===== config.mk =====
export PLATFORM = sky130hd
export DESIGN_NAME = hcx_codec
export DESIGN_NICKNAME = d
export VERILOG_FILES = /design/src/rtl/hcx_pkg.sv /design/src/rtl/hcx_enc_stage.sv /design/src/rtl/hcx_syn_calc.sv /design/src/rtl/hcx_dec_stage.sv /design/src/rtl/hcx_codec.sv
export SDC_FILE = /design/constraint.sdc
export NUM_CORES = 1
export LEC_CHECK = 0
export BUFFER_PORTS_ARGS = -buffer_cell sky130_fd_sc_hd__buf_2
export CORE_ASPECT_RATIO = 1.75
export CORE_MARGIN = 5
export CORE_UTILIZATION = 48
export DETAILED_ROUTE_END_ITERATION = 6
export PLACE_DENSITY = 0.78
export SLEW_MARGIN = 20
export SYNTH_ARGS = -nofsm -noshare
export SYNTH_HDL_FRONTEND = slang
export SYNTH_HIERARCHICAL = 1
export SYNTH_SLANG_ARGS = --single-unit

===== constraint.sdc =====
create_clock -name clk -period 1.9 [get_ports clk]
set_input_delay 0.475 -clock clk [delete_from_list [all_inputs] [get_ports clk]]
set_output_delay 0.475 -clock clk [all_outputs]
set_load 0.01 [all_outputs]

===== src/rtl/hcx_pkg.sv =====
package hcx_pkg;

    localparam int DATA_W = 4;
    localparam int PAR_W  = 3;
    localparam int CODE_W = DATA_W + PAR_W;

    typedef struct packed {
        logic              vld;
        logic [CODE_W-1:0] code;
    } enc_state_t;

    typedef struct packed {
        logic              vld;
        logic [PAR_W-1:0]  syn;
        logic              err;
        logic [CODE_W-1:0] fixed;
        logic [DATA_W-1:0] data;
    } dec_state_t;

    // position p (1-based) holds a check bit when p is a power of two
    function automatic bit is_par_pos(input int p);
        return (p > 0) && ((p & (p - 1)) == 0);
    endfunction

    // place nibble bits, lowest first, into the non-check positions
    function automatic logic [CODE_W-1:0] scatter(input logic [DATA_W-1:0] d);
        logic [CODE_W-1:0] w;
        int k;
        w = '0;
        k = 0;
        for (int p = 1; p <= CODE_W; p++) begin
            if (!is_par_pos(p)) begin
                w[p-1] = d[k];
                k++;
            end
        end
        return w;
    endfunction

    // pull nibble bits back out of the non-check positions
    function automatic logic [DATA_W-1:0] gather(input logic [CODE_W-1:0] w);
        logic [DATA_W-1:0] d;
        int k;
        d = '0;
        k = 0;
        for (int p = 1; p <= CODE_W; p++) begin
            if (!is_par_pos(p)) begin
                d[k] = w[p-1];
                k++;
            end
        end
        return d;
    endfunction

endpackage


===== src/rtl/hcx_enc_stage.sv =====
module hcx_enc_stage
    import hcx_pkg::*;
(
    input  logic              clk,
    input  logic              rst_n,
    input  logic              vld_i,
    input  logic [DATA_W-1:0] data_i,
    input  logic              even_i,
    output logic              vld_o,
    output logic [CODE_W-1:0] code_o
);

    enc_state_t st_d, st_q;

    always_comb begin
        logic [CODE_W-1:0] word;
        logic              par;
        st_d     = st_q;
        st_d.vld = vld_i;
        word     = scatter(data_i);
        for (int k = 0; k < PAR_W; k++) begin
            par = ~even_i;
            for (int p = 1; p <= CODE_W; p++) begin
                if ((((p >> k) & 1) == 1) && !is_par_pos(p)) begin
                    par = par ^ word[p-1];
                end
            end
            word[(1 << k) - 1] = par;
        end
        if (vld_i) begin
            st_d.code = word;
        end
    end

    always_ff @(posedge clk) begin
        if (!rst_n) begin
            st_q <= '0;
        end else begin
            st_q <= st_d;
        end
    end

    assign vld_o  = st_q.vld;
    assign code_o = st_q.code;

    assert_enc_valid_R7: assert property (@(posedge clk) disable iff (!rst_n)
        vld_o == $past(vld_i && rst_n));

    assert_enc_data_kept_R1: assert property (@(posedge clk) disable iff (!rst_n)
        vld_o |-> {code_o[6], code_o[5], code_o[4], code_o[2]} == $past(data_i));

    assert_enc_hold_R7: assert property (@(posedge clk) disable iff (!rst_n)
        (!vld_i && $past(rst_n)) |=> $stable(code_o));

endmodule


===== src/rtl/hcx_syn_calc.sv =====
module hcx_syn_calc
    import hcx_pkg::*;
(
    input  logic [CODE_W-1:0] code_i,
    input  logic              even_i,
    output logic [PAR_W-1:0]  syn_o
);

    for (genvar k = 0; k < PAR_W; k++) begin : g_syn
        logic acc;
        always_comb begin
            acc = ~even_i;
            for (int p = 1; p <= CODE_W; p++) begin
                if (((p >> k) & 1) == 1) begin
                    acc = acc ^ code_i[p-1];
                end
            end
        end
        assign syn_o[k] = acc;
    end

endmodule


===== src/rtl/hcx_dec_stage.sv =====
module hcx_dec_stage
    import hcx_pkg::*;
(
    input  logic              clk,
    input  logic              rst_n,
    input  logic              vld_i,
    input  logic [CODE_W-1:0] code_i,
    input  logic              even_i,
    output logic              vld_o,
    output logic [PAR_W-1:0]  syn_o,
    output logic              err_o,
    output logic [CODE_W-1:0] fixed_o,
    output logic [DATA_W-1:0] data_o
);

    logic [PAR_W-1:0]  syn_now;
    logic [CODE_W-1:0] flip_mask;
    logic [CODE_W-1:0] repaired;
    dec_state_t        st_d, st_q;

    hcx_syn_calc i_syn (
        .code_i (code_i),
        .even_i (even_i),
        .syn_o  (syn_now)
    );

    for (genvar i = 0; i < CODE_W; i++) begin : g_flip
        assign flip_mask[i] = (syn_now == PAR_W'(i + 1));
    end

    assign repaired = code_i ^ flip_mask;

    always_comb begin
        st_d     = st_q;
        st_d.vld = vld_i;
        if (vld_i) begin
            st_d.syn   = syn_now;
            st_d.err   = |syn_now;
            st_d.fixed = repaired;
            st_d.data  = gather(repaired);
        end
    end

    always_ff @(posedge clk) begin
        if (!rst_n) begin
            st_q <= '0;
        end else begin
            st_q <= st_d;
        end
    end

    assign vld_o   = st_q.vld;
    assign syn_o   = st_q.syn;
    assign err_o   = st_q.err;
    assign fixed_o = st_q.fixed;
    assign data_o  = st_q.data;

    assert_dec_valid_R7: assert property (@(posedge clk) disable iff (!rst_n)
        vld_o == $past(vld_i && rst_n));

    assert_clean_pass_R5: assert property (@(posedge clk) disable iff (!rst_n)
        (vld_o && !err_o) |-> fixed_o == $past(code_i));

    assert_single_flip_R6: assert property (@(posedge clk) disable iff (!rst_n)
        (vld_o && err_o) |-> $countones(fixed_o ^ $past(code_i)) == 1);

    assert_dec_hold_R7: assert property (@(posedge clk) disable iff (!rst_n)
        (!vld_i && $past(rst_n)) |=> ($stable(syn_o) && $stable(fixed_o)));

endmodule


===== src/rtl/hcx_codec.sv =====
module hcx_codec
    import hcx_pkg::*;
(
    input  logic              clk,
    input  logic              rst_n,
    input  logic              enc_valid_i,
    input  logic [DATA_W-1:0] enc_data_i,
    input  logic              enc_even_i,
    output logic              enc_valid_o,
    output logic [CODE_W-1:0] enc_code_o,
    input  logic              dec_valid_i,
    input  logic [CODE_W-1:0] dec_code_i,
    input  logic              dec_even_i,
    output logic              dec_valid_o,
    output logic [PAR_W-1:0]  dec_syndrome_o,
    output logic              dec_err_o,
    output logic [CODE_W-1:0] dec_fixed_o,
    output logic [DATA_W-1:0] dec_data_o
);

    hcx_enc_stage i_enc (
        .clk    (clk),
        .rst_n  (rst_n),
        .vld_i  (enc_valid_i),
        .data_i (enc_data_i),
        .even_i (enc_even_i),
        .vld_o  (enc_valid_o),
        .code_o (enc_code_o)
    );

    hcx_dec_stage i_dec (
        .clk     (clk),
        .rst_n   (rst_n),
        .vld_i   (dec_valid_i),
        .code_i  (dec_code_i),
        .even_i  (dec_even_i),
        .vld_o   (dec_valid_o),
        .syn_o   (dec_syndrome_o),
        .err_o   (dec_err_o),
        .fixed_o (dec_fixed_o),
        .data_o  (dec_data_o)
    );

    assert_reset_clear_R8: assert property (@(posedge clk)
        !rst_n |=> (!enc_valid_o && enc_code_o == '0 && !dec_valid_o &&
                    dec_syndrome_o == '0 && !dec_err_o && dec_fixed_o == '0 &&
                    dec_data_o == '0));

endmodule


==> results.sh, run 1 <==
export IMPL_ys_flop_type="dfxtp_1"
export IMPL_startpoint_type="input pin"
export IMPL_synth_edf_count=0
export IMPL_cts_buffer_depth=2
export IMPL_switching_power_mw=0.334
export IMPL_crit_chain="buf_2, xor2_2, xnor3_1, nand3b_1, xor2_1, a21oi_1"
export IMPL_first_global_vias=884
export IMPL_max_slew_margin=0.743
export IMPL_power_share_sequential=0.386
export IMPL_rsz0062_at_grt="no"
export IMPL_postPlaceCellArea_mm2=0.00128
export IMPL_worst_setup_path_end_kind="register"
export IMPL_worst_path_buf_inv=1
export IMPL_htree_levels=1
export IMPL_p_comb_frac=0.278
export IMPL_gp_congestion=0.748
export IMPL_max_stage_delay_ps=500
export IMPL_fmax_ghz=0.595
export IMPL_nets=160
export IMPL_initial_core_util=0.500
export IMPL_antenna_found_initial=0
export IMPL_routedWlPerCell_um=13.8
export IMPL_worstPathArrival_ps=1810
export IMPL_p_clk_frac=0.336
export IMPL_vias_per_cell=5.29
export IMPL_drive_gt1_frac=0.380
export IMPL_final_cell_mix="buf_2, dfxtp_1, o21ai_0"
export IMPL_n_fill_cell=204
export IMPL_synth_nets=127
export IMPL_async_reset_ff_frac=0
export IMPL_synth_cell_type_count=23
export IMPL_route_vias_total=883
export IMPL_clock_sinks=20
export IMPL_syn_cell_area_mm2=0.00114
export IMPL_fin_util=0.594
export IMPL_ys_seq_area_frac=0.352
export IMPL_wl_um=2300
export IMPL_ioPinCount=41
export IMPL_leakagePower_nw=0.644
export IMPL_holdBufCountCts=0
export IMPL_synthToLayoutAreaGrowth_pct=18.8
export IMPL_drt_iter0_markers=7
export IMPL_maxCapViolCount=0
export IMPL_post_route_cell_area_mm2=0.00135
export IMPL_post_route_period_util=0.885
export IMPL_grt_overflow_total=0
export IMPL_cts_tree="built"
export IMPL_cp_required_ps=2030
export IMPL_numCtsBuffers=3
export IMPL_drt_pass1_iterations=2
export IMPL_grt_usage=0.142
export IMPL_grt_max_degree=29
export IMPL_antenna_cells=0
export IMPL_hold_class="reg2reg"
export IMPL_syn_inst=110
export IMPL_multiInputGateArea_um2=624
export IMPL_die_y_um=74.4
export IMPL_dp_hpwl_um=1770
export IMPL_worst_clock_skew_ps=0
export IMPL_p_per_area_mw_per_mm2=918
export IMPL_finalHoldViolCount=0
export IMPL_status="complete, no violations"
export IMPL_p_int_mw=0.904
export IMPL_crit_family="XOR/XNOR gates"
export IMPL_finalSetupViolations=0
export IMPL_switching_share=0.270
export IMPL_cts_resized=0
export IMPL_max_slew_worst_pin_slew_ps=386
export IMPL_antenna_left=0
export IMPL_period_minus_slack_ps=1680
export IMPL_slowest_stage="xnor3_1"
export IMPL_rows=23
export IMPL_path_class="in2reg"
export IMPL_drc_errors=0
export IMPL_grt_pass1_wl_um=3730
export IMPL_clkTransAtPathRegs_ps=70
export IMPL_yosys_warnings=6
export IMPL_port_buffers=40
export IMPL_core_area_mm2=0.00227
export IMPL_layout_commonest_cell="buf_2"
export IMPL_cp_max_fo=9
export IMPL_dieArea_mm2=0.00348
export IMPL_fp_dieW_um=46.8
export IMPL_drv_slew=0
export IMPL_ff_latch_area_um2=400
export IMPL_cts_root_buf="clkbuf_8"
export IMPL_cts_setup_buffers=0
export IMPL_syn_mean_instance_area_um2=10.3
export IMPL_insertion_delay_ps=250
export IMPL_ir_worst_vdd_mv=0.523
export IMPL_p_total_mw=1.24
export IMPL_ys_ff_latch=20
## power by group through the flow
stage                     sequential (mW)  combinational, mW  clock [mW]
after global routing                0.483              0.378       0.456
after detailed placement            0.488              0.344           0
after floorplan                     0.508              0.267           0
after global placement              0.487              0.334           0
after CTS                           0.479              0.348       0.429
final                               0.478              0.344       0.417
## worst reg2reg max path, delay by kind of cell (launching register included)
kind            cells  cell delay [ps]
compound gates      1              230
flops               1              310
simple gates        1              120
## path summary, 6_finish.rpt
check | start | to | slack [ps] | depth (start not counted)
setup / recovery | dec_code_i[6] | i_dec/fixed_o[4] | 220 | 6
hold / removal | i_enc/code_o[1] | i_enc/code_o[1] | 500 | 2
setup reg to reg | i_enc/code_o[0] | i_enc/code_o[0] | 1140 | 2
hold reg to reg | i_enc/code_o[1] | i_enc/code_o[1] | 500 | 2
## through the flow
step	hold WS [ps]	TNS, ps	cells	setup slack (ps)
2_1_floorplan	518	0	110	154
5_1_grt	537	0	167	146
3_5_place_dp	490	-44.7	163	-31.9
4_1_cts	507	0	167	219
6_report	503	0	167	219
3_3_place_gp	485	0	163	24.9
## sequential cells by signal, summed over array words and instances, names as in the netlist
| register | count |
|---|---|
| i_dec/vld_o | 1 |
| i_dec/err_o | 1 |
| i_enc/vld_o | 1 |
| i_enc/code_o | 7 |
| i_dec/syn_o | 3 |
| i_dec/fixed_o | 7 |
## synthesized netlist by cell type, drive strengths merged (3+ instances only)
library cell,count,area (um2)
nand3b,5,37.5
xnor2,4,35.0
nand3,3,15.0
xor2,10,103
nor2b,8,50.1
dfxtp,20,400
mux2i,7,70.1
and4b,4,40.0
nor3b,3,37.5
a21oi,8,40.0
buf,13,104
o21ai,10,50.1
xnor3,3,67.6
## per-layer routing
metal  up-vias  track usage  wire [um]
met5         -            0          0
met4         0       0.0615         24
met3         2       0.0266        141
met2        25        0.266       1290
met1       415        0.143        837
li1        441            -          -
## cell families after synthesis
logic type / Yosys count / share of synthesized area
xor+xnor: 17 / 0.181
mux: 7 / 0.0617
simple gates: 30 / 0.205
flops: 20 / 0.352
compound gates: 21 / 0.102
buf+inv: 15 / 0.0980
## layout make-up
type | instances | area share
tap | 25 | 0.0232
clock buffer | 3 | 0.0306
timing repair buffer | 43 | 0.165
sequential | 20 | 0.297
multi-input combinational | 75 | 0.462
clock inverter | 1 | 0.0222
Note: power is estimated with default switching activity, not from simulation.
==> inputs of run 2 (changes only) <==
Settings changed: ABC_AREA from default to 1, CORE_ASPECT_RATIO 1.75 to 0.6, CORE_UTILIZATION 48 to 50, PLACE_DENSITY 0.78 to 0.79.
==> run 2 against run 1 <==
- global-route usage is 1.1 points higher
- cell count is 56% higher
- sequential cell count stayed put
- cell area is 8.4% higher
- clock skew stayed put
- critical endpoint is now i_dec/fixed_o[3]
==> results.sh, run 2 <==
export IMPL_status="complete, no violations"
export IMPL_drive_gt1_frac=0.253
export IMPL_initial_core_util=0.512
export IMPL_synthTopCellsByArea="dfxtp_1, nand2_1, inv_1, nand3_1, o21ai_0"
export IMPL_antenna_found_initial=0
export IMPL_synth_edf_count=0
export IMPL_worstHoldStart="i_dec/syn_o[2]"
export IMPL_ir_worst_vdd_mv=0.533
export IMPL_path_class="in2reg"
export IMPL_syn_mean_instance_area_um2=6.37
export IMPL_dieArea_mm2=0.00364
export IMPL_hold_end="i_dec/syn_o[2]"
export IMPL_final_cell_mix="nand2_1, buf_2, inv_1"
export IMPL_cp_max_fo=10
export IMPL_startpoint_type="input pin"
export IMPL_first_global_vias=1005
export IMPL_reg2reg_from="i_dec/err_o"
export IMPL_async_reset_ff_frac=0
export IMPL_clock_sinks=20
export IMPL_cts_resized=0
export IMPL_fin_util=0.597
export IMPL_dp_hpwl_um=2080
export IMPL_numCtsBuffers=3
export IMPL_antenna_left=0
export IMPL_cts_setup_buffers=0
export IMPL_max_slew_worst_pin_slew_ps=431
export IMPL_rows=14
export IMPL_cts_buffer_depth=2
export IMPL_worst_setup_path_end_kind="register"
export IMPL_ys_seq_area_frac=0.319
export IMPL_cts_tree="built"
export IMPL_top_usage_layer="met1"
export IMPL_synth_cell_type_count=23
export IMPL_grt_usage=0.153
export IMPL_core_area_mm2=0.00245
export IMPL_ys_ff_latch=20
export IMPL_syn_inst=197
export IMPL_nets=247
export IMPL_r2r_cells=2
export IMPL_rsz0062_at_grt="no"
export IMPL_finalSetupViolations=0
export IMPL_grt_max_degree=24
export IMPL_min_path_cells=2
export IMPL_r2r_end="i_dec/err_o"
export IMPL_htree_levels=1
export IMPL_layout_commonest_cell="nand2_1"
export IMPL_port_buffers=40
export IMPL_synthToLayoutAreaGrowth_pct=16.6
export IMPL_fmax_ghz=0.643
export IMPL_clkTransAtPathRegs_ps=70
export IMPL_maxCapViolCount=0
export IMPL_post_place_ws_ps=87.6
export IMPL_yosysTopAreaCellShare=0.319
export IMPL_yosysMostFrequentCell="nand2_1"
export IMPL_drt_pass1_iterations=4
export IMPL_reg2reg_slack_ps=1230
export IMPL_p_per_area_mw_per_mm2=814
export IMPL_grt_use_met1=0.223
export IMPL_cp_startpoint="dec_code_i[6]"
export IMPL_route_vias_total=1205
export IMPL_worst_clock_skew_ps=0
export IMPL_max_slew_margin=0.712
export IMPL_finalHoldViolCount=0
export IMPL_die_y_um=48.8
export IMPL_drt_iter0_markers=41
export IMPL_grt_overflow_total=0
export IMPL_cts_root_buf="clkbuf_8"
export IMPL_ioPinCount=41
export IMPL_drv_slew=0
export IMPL_insertion_delay_ps=250
export IMPL_fp_dieW_um=74.7
export IMPL_drc_errors=0
export IMPL_hold_class="reg2reg"
export IMPL_synth_area_leader_cell="dfxtp_1"
export IMPL_holdBufCountCts=0
export IMPL_timing_final_ws_setup_ps=346
export IMPL_synth_nets=214
export IMPL_worstPathArrival_ps=1700
export IMPL_post_route_period_util=0.818
export IMPL_gp_congestion=0.836
export IMPL_yosys_warnings=6
export IMPL_timing_setup_tns_ps=0
export IMPL_antenna_cells=0
export IMPL_ys_flop_type="dfxtp_1"
export IMPL_period_minus_slack_ps=1550
export IMPL_grt_pass1_wl_um=4430
export IMPL_wl_um=2650
export IMPL_cp_required_ps=2040
export IMPL_gr_usage_met3=0.0473
export IMPL_leakagePower_nw=0.871
export IMPL_met2_usage=0.219
export IMPL_yosys_top_cells_count="nand2_1, inv_1, dfxtp_1"
export IMPL_routedWlPerCell_um=10.2
export IMPL_vias_per_cell=4.62
export IMPL_syn_cell_area_mm2=0.00125
==> run 2: logic make-up (layout without fill, tap and decap cells) <==
logic type      count (synthesis)  after routing  share of synthesized area
simple gates                  103            103                      0.348
buf+inv                        43             75                      0.186
flops                          20             20                      0.319
xor+xnor                        3              3                     0.0209
compound gates                 28             28                      0.126
==> run 2: area by class of cell <==
cell class,count,area [um2]
tap,32,40.0
timing repair buffer,42,215
clock buffer,3,41.3
fill,243,988
inverter,29,116
multi-input combinational,134,621
sequential,20,400
clock inverter,1,30.0
==> run 2: per-layer routing <==
metal	up-vias	routed length, um
met5	-	0
met4	0	23
met3	2	186
met2	34	1090
met1	494	1350
li1	675	-
==> run 2: report_power, final <==
| part | internal, mW | switching, mW | total [mW] | leakage [nW] |
|---|---|---|---|---|
| logic | 0.114 | 0.196 | 0.309 | 0.669 |
| clock network | 0.281 | 0.133 | 0.413 | 0.0357 |
| registers | 0.453 | 0.0157 | 0.469 | 0.166 |
==> run 2: how the worst max path moves through the flow <==
stage | end | slack (ps) | cells past startpoint
finish | i_dec/fixed_o[3] | 350 | 12
CTS | i_dec/fixed_o[3] | 350 | 12
detailed placement | i_dec/fixed_o[3] | 90 | 12
global placement | i_dec/fixed_o[3] | 140 | 12
floorplan | i_dec/fixed_o[3] | 410 | 13
global route | i_dec/fixed_o[3] | 210 | 12
==> run 2: per-stage QoR <==
step	area, um2	std cells	total power, mW	hold slack [ps]
after floorplan	1250	197	0.724	512
after global placement	1390	257	0.784	496
after detailed placement	1390	257	0.788	483
after CTS	1460	261	1.21	493
after global routing	1460	261	1.27	520
final	1460	261	1.19	493
==> run 2: worst max-delay path, cell delays in order <==
cell,delay [ps]
buf_2,160
inv_1,50
nand2_1,70
nand2_1,50
nand2_1,70
nand2_1,50
nand2_1,50
nand2_1,260
nor2_4,220
a21oi_1,80
nor2_1,110
nor2_1,50
